File: src/rtl/rxm_pkg.sv
package rxm_pkg;
  localparam int unsigned SYM_W   = 8;
  localparam int unsigned CLASS_W = 1 << SYM_W;

  function automatic logic [CLASS_W-1:0] class_span(int unsigned lo, int unsigned hi);
    logic [CLASS_W-1:0] m;
    m = '0;
    for (int unsigned k = 0; k < CLASS_W; k++)
      if (k >= lo && k <= hi) m[k] = 1'b1;
    return m;
  endfunction

  // default expression a[bc]*[xy]*d over four cells
  function automatic logic [4*CLASS_W-1:0] demo_classes();
    logic [4*CLASS_W-1:0] m;
    m = '0;
    m[0*CLASS_W +: CLASS_W] = class_span(8'h61, 8'h61);
    m[1*CLASS_W +: CLASS_W] = class_span(8'h62, 8'h63);
    m[2*CLASS_W +: CLASS_W] = class_span(8'h78, 8'h79);
    m[3*CLASS_W +: CLASS_W] = class_span(8'h64, 8'h64);
    return m;
  endfunction
endpackage

File: src/rtl/rxm_class_bank.sv
module rxm_class_bank
  import rxm_pkg::*;
#(
  parameter int unsigned               N_CELLS     = 4,
  parameter logic [N_CELLS*CLASS_W-1:0] CLASS_MASKS = '0
) (
  input  logic [SYM_W-1:0]   sym_i,
  output logic [N_CELLS-1:0] hit_o
);
  for (genvar i = 0; i < N_CELLS; i++) begin : g_cell
    localparam logic [CLASS_W-1:0] CellMask = CLASS_MASKS[i*CLASS_W +: CLASS_W];
    assign hit_o[i] = CellMask[sym_i];
  end
endmodule

File: src/rtl/rxm_enable_net.sv
module rxm_enable_net #(
  parameter int unsigned               N_CELLS    = 4,
  parameter logic [N_CELLS*N_CELLS-1:0] PRED_MASKS = '0,
  parameter logic [N_CELLS-1:0]         START_MASK = '0,
  parameter logic [N_CELLS-1:0]         STAR_MASK  = '0
) (
  input  logic               valid_i,
  input  logic [N_CELLS-1:0] hit_i,
  input  logic [N_CELLS-1:0] arm_i,
  output logic [N_CELLS-1:0] en_o,
  output logic [N_CELLS-1:0] act_o
);
  logic [N_CELLS-1:0] en_v;

  // cells in index order; only lower-index predecessors count, keeping the net acyclic
  always_comb begin
    en_v = '0;
    for (int i = 0; i < N_CELLS; i++) begin
      en_v[i] = START_MASK[i] | arm_i[i];
      for (int j = 0; j < i; j++)
        en_v[i] = en_v[i] | (PRED_MASKS[i*N_CELLS+j] & STAR_MASK[j] & en_v[j]);
    end
  end

  assign en_o  = en_v;
  assign act_o = en_v & hit_i & {N_CELLS{valid_i}};
endmodule

File: src/rtl/rxm_state_regs.sv
module rxm_state_regs #(
  parameter int unsigned               N_CELLS    = 4,
  parameter logic [N_CELLS*N_CELLS-1:0] PRED_MASKS = '0,
  parameter logic [N_CELLS-1:0]         STAR_MASK  = '0
) (
  input  logic               clk_i,
  input  logic               rst_ni,
  input  logic               valid_i,
  input  logic [N_CELLS-1:0] act_i,
  output logic [N_CELLS-1:0] arm_o
);
  logic [N_CELLS-1:0] arm_d, arm_q;

  always_comb begin
    arm_d = '0;
    for (int i = 0; i < N_CELLS; i++) begin
      arm_d[i] = STAR_MASK[i] & act_i[i];
      for (int j = 0; j < i; j++)
        arm_d[i] = arm_d[i] | (PRED_MASKS[i*N_CELLS+j] & act_i[j]);
    end
  end

  always_ff @(posedge clk_i or negedge rst_ni) begin
    if (!rst_ni)      arm_q <= '0;
    else if (valid_i) arm_q <= arm_d;
  end

  assign arm_o = arm_q;
endmodule

File: src/rtl/rxm_matcher.sv
module rxm_matcher
  import rxm_pkg::*;
#(
  parameter int unsigned               N_CELLS     = 4,
  parameter logic [N_CELLS*CLASS_W-1:0] CLASS_MASKS = demo_classes(),
  // bit i*N_CELLS+j set: cell j feeds cell i (j < i)
  parameter logic [N_CELLS*N_CELLS-1:0] PRED_MASKS  = 16'h4210,
  parameter logic [N_CELLS-1:0]         START_MASK  = 4'b0001,
  parameter logic [N_CELLS-1:0]         STAR_MASK   = 4'b0110,
  parameter logic [N_CELLS-1:0]         ACCEPT_MASK = 4'b1000
) (
  input  logic               clk_i,
  input  logic               rst_ni,
  input  logic               valid_i,
  input  logic [SYM_W-1:0]   sym_i,
  output logic [N_CELLS-1:0] match_o,
  output logic               accept_o
);
  logic [N_CELLS-1:0] hit, en, act, arm_q;

  rxm_class_bank #(
    .N_CELLS    (N_CELLS),
    .CLASS_MASKS(CLASS_MASKS)
  ) u_class (
    .sym_i(sym_i),
    .hit_o(hit)
  );

  rxm_enable_net #(
    .N_CELLS   (N_CELLS),
    .PRED_MASKS(PRED_MASKS),
    .START_MASK(START_MASK),
    .STAR_MASK (STAR_MASK)
  ) u_enable (
    .valid_i(valid_i),
    .hit_i  (hit),
    .arm_i  (arm_q),
    .en_o   (en),
    .act_o  (act)
  );

  rxm_state_regs #(
    .N_CELLS   (N_CELLS),
    .PRED_MASKS(PRED_MASKS),
    .STAR_MASK (STAR_MASK)
  ) u_state (
    .clk_i  (clk_i),
    .rst_ni (rst_ni),
    .valid_i(valid_i),
    .act_i  (act),
    .arm_o  (arm_q)
  );

  assign match_o  = act;
  assign accept_o = |(act & ACCEPT_MASK);
endmodule

File: config.mk
export PLATFORM = sky130hd
export DESIGN_NAME = rxm_matcher
export DESIGN_NICKNAME = d
export VERILOG_FILES = /design/src/rtl/rxm_pkg.sv /design/src/rtl/rxm_class_bank.sv /design/src/rtl/rxm_enable_net.sv /design/src/rtl/rxm_state_regs.sv /design/src/rtl/rxm_matcher.sv
export SDC_FILE = /design/constraint.sdc
export NUM_CORES = 1
export LEC_CHECK = 0
export ABC_CLOCK_PERIOD_IN_PS = 2250
export BUFFER_PORTS_ARGS = -buffer_cell sky130_fd_sc_hd__buf_2
export CORE_AREA = 2 2 39 41
export DETAILED_ROUTE_END_ITERATION = 12
export DIE_AREA = 0 0 41 43
export GPL_TIMING_DRIVEN = 0
export SYNTH_ARGS = -nofsm -noshare
export SYNTH_HDL_FRONTEND = slang
export SYNTH_SLANG_ARGS = --single-unit
File: constraint.sdc
create_clock -name clk_i -period 2.25 [get_ports clk_i]
set_input_delay 0.3375 -clock clk_i [delete_from_list [all_inputs] [get_ports clk_i]]
set_output_delay 0.3375 -clock clk_i [all_outputs]
set_load 0.02 [all_outputs]
==> impl_metrics.yaml <==
route:
  m1WireLength_um: 302
  vias_per_cell: 4.594
  route.detailed.drc: 0
  wl_met2_um: 203
  wire_per_inst_um: 8.984
  num_vias: 294
  drt-initial-drc-count: 22
  routed_wl_um: 575
  antenna_left: 0
  top_layer_used: "met3"
  wl_met3_um: 69
  drtPass1Iterations: 4
min_path:
  min_path_type: "input pin to register"
  holdPathEnd: "u_state.arm_o[1]"
  hp-start: "valid_i"
  whs_path_depth: 2
sta:
  fmax_ghz: 0.5245
  slew_headroom_pct: 80.32
  finalSetupViolations: 0
  rsz0062_at_grt: "false"
  setup_tns_ps: 0
  min_period_ps: 1907
  worst_pin_slew_ps: 291.5
  fin_crit_sh_pct: 84.74
  hold_viol: 0
  slew_violations: 0
  fin_skew_ps: 0.03827
power_and_ir_drop:
  peakVddDrop_mv: 0.3407
  powerDensity_nw_per_um2: 455.3
  p_leak_nw: 0.1833
critical_path:
  crit_type: "input pin to primary output"
  required_ps: 1910
  cp_max_fo: 4
  r2r_slack_ps: 1150
  r2r-end: "u_state.arm_o[2]"
  reg2regPathDepth: 3
  arrival_ps: 1570
  rr_startpoint: "u_state.arm_o[1]"
  start_kind: "input pin"
  end_kind: "primary output"
grt:
  grt_start_max_net_pins: 8
  grt_overflow: 0
  track_usage_pct: 7.143
  grt_pass1_wl_um: 821
  antenna_found_initial: 0
  grt_pass1_vias: 207
synth:
  synthesis.area_um2: 250.2
  yosys-top-cells-area: "dfrtp_1 (30%), nor4b_1 (7.0%), buf_4 (6.0%)"
  ys.flop_type: "dfrtp_1"
  synth_edf_count: 0
  async_flop_share_pct: 100.0
  avgSynthCellArea_um2: 8.629
  syn_inst: 29
  synth_warnings: 0
  yosysSeqAreaShare_pct: 30.00
  yosys.cell_types.count: 19
  synth_top_cell_by_area: "dfrtp_1"
  synth_nets: 40
  ys_seq_elements: 3
  yosysTopAreaCellShare_pct: 30.00
die:
  dieHeight_um: 43
  initial_utilization_pct: 18.08
  dieArea_um2: 1763
  io_pins: 16
  row_count: 14
  fp.dieW_um: 41
  core_area_um2: 1384
placement:
  gp_congestion: 0.7189
  numPlacedInstances: 59
  port_buffers: 14
clock_network:
  path_clk_slew_ps: 40
  h-tree-depth: 1
  numCtsBuffers: 3
  postCtsSetupBuffers: 0
  cts_resized: 0
  clock-root-buffer: "clkbuf_4"
  ctsHoldBuffers: 1
  worstSkewPairLatency_ps: 230
  cts.sinks: 3
  cts_tree: "done"
  cts_buffer_depth: 2
run_status:
  status: "completed"
layout:
  nNetsFinal: 60
  area_delta_synth_final_pct: 50.50
  largest_reg_flops: 3
  drive_gt1_share_pct: 45.83
  nFillCells: 153
  finalNonFillerCells: 64
  num_antenna_cells: 0
run:
  max_cap_viol_count: 0
==> layer usage <==
| layer | track usage, % | vias to the layer above |
|---|---|---|
| met5 | 0 | - |
| met4 | 6.000 | 0 |
| met3 | 3.141 | 0 |
| met2 | 7.500 | 17 |
| met1 | 10.36 | 128 |
| li1 | - | 149 |
==> worst max path at each step <==
| stage | startpoint | cells past startpoint | slack, ps | endpoint |
|---|---|---|---|---|
| after floorplan | sym_i[7] | 4 | 210 | match_o[3] |
| after global placement | sym_i[7] | 6 | 360 | match_o[2] |
| after detailed placement | sym_i[7] | 6 | 350 | match_o[2] |
| after CTS | sym_i[7] | 6 | 350 | match_o[2] |
| after global routing | sym_i[7] | 6 | 250 | match_o[3] |
| final | sym_i[7] | 6 | 340 | match_o[2] |
==> cell usage after synthesis, drive strengths merged, types with 2 or more instances <==
cell type / instances
buf: 2
dfrtp: 3
inv: 4
nand2: 2
nor4: 2
nor4b: 2
o22ai: 2
==> placed cells by master, fill, tap and decap left out <==
cell type / synthesis / final
nand4b_2: 1 / 1
o21ai_0: 1 / 1
o22ai_1: 2 / 2
clkbuf_1: 1 / 2
a22oi_1: 1 / 1
nor2_1: 1 / 1
nand2_1: 2 / 2
dlygate4sd3_1: 0 / 1
o211a_1: 1 / 1
inv_1: 4 / 4
dfrtp_1: 3 / 3
o311ai_0: 1 / 1
or3_4: 1 / 1
nor3_1: 1 / 1
buf_4: 2 / 2
clkbuf_4: 0 / 3
o32ai_1: 1 / 1
nor4_1: 2 / 2
mux2i_1: 1 / 1
buf_2: 0 / 14
nor4b_1: 2 / 2
or2_2: 1 / 1
==> final cells by class <==
type                    instances  area, um2  share of cell area [%]
well taps                      16      20.02                   5.316
clock buffers                   4      26.28                   6.977
flip-flops and latches          3      75.07                   19.93
repair buffers                 15      80.08                   21.26
inverters                       4      15.01                   3.987
multi-input cells              19      141.4                   37.54
plain buffers                   3      18.77                   4.983
==> where the power goes <==
part | internal (W) | switching (W) | total, W
combinational | 0.0000104 | 0.0000112 | 0.0000216
sequential | 0.0000543 | 0.000000128 | 0.0000545
clock | 0.0000665 | 0.0000289 | 0.0000954
total | 0.000131 | 0.0000402 | 0.000171
==> per-stage QoR <==
stage / area (um2) / total power, W / worst slack (ps) / hold slack, ps / util, %
finish: 376.6 / 0.0001715 / 343.5 / 356.1 / 27.22
floorplan: 250.2 / 0.00006189 / 207.2 / 41.91 / -
global placement: 340.3 / 0.00007516 / 362.6 / 135.0 / 24.59
CTS: 376.6 / 0.0001753 / 345.8 / 352.4 / 27.22
detailed placement: 340.3 / 0.00007539 / 354.5 / 136.6 / 24.59
global route: 376.6 / 0.0001828 / 254.6 / 380.6 / 27.22
==> critical path: stages <==
cell and delay, ps:
buf_2 90, nand4b_2 230, or2_2 310, nor4b_1 300
buf_4 160, buf_2 150
==> cell families after synthesis <==
kind of cell,after synthesis,synth area share [%]
DFF,3,30.00
muxes,1,4.000
and+or+nand+nor,11,31.50
buffers and inverters,7,13.50
AOI/OAI and AO/OA,7,21.00
No activity file was read; power rests on OpenSTA's default activity.
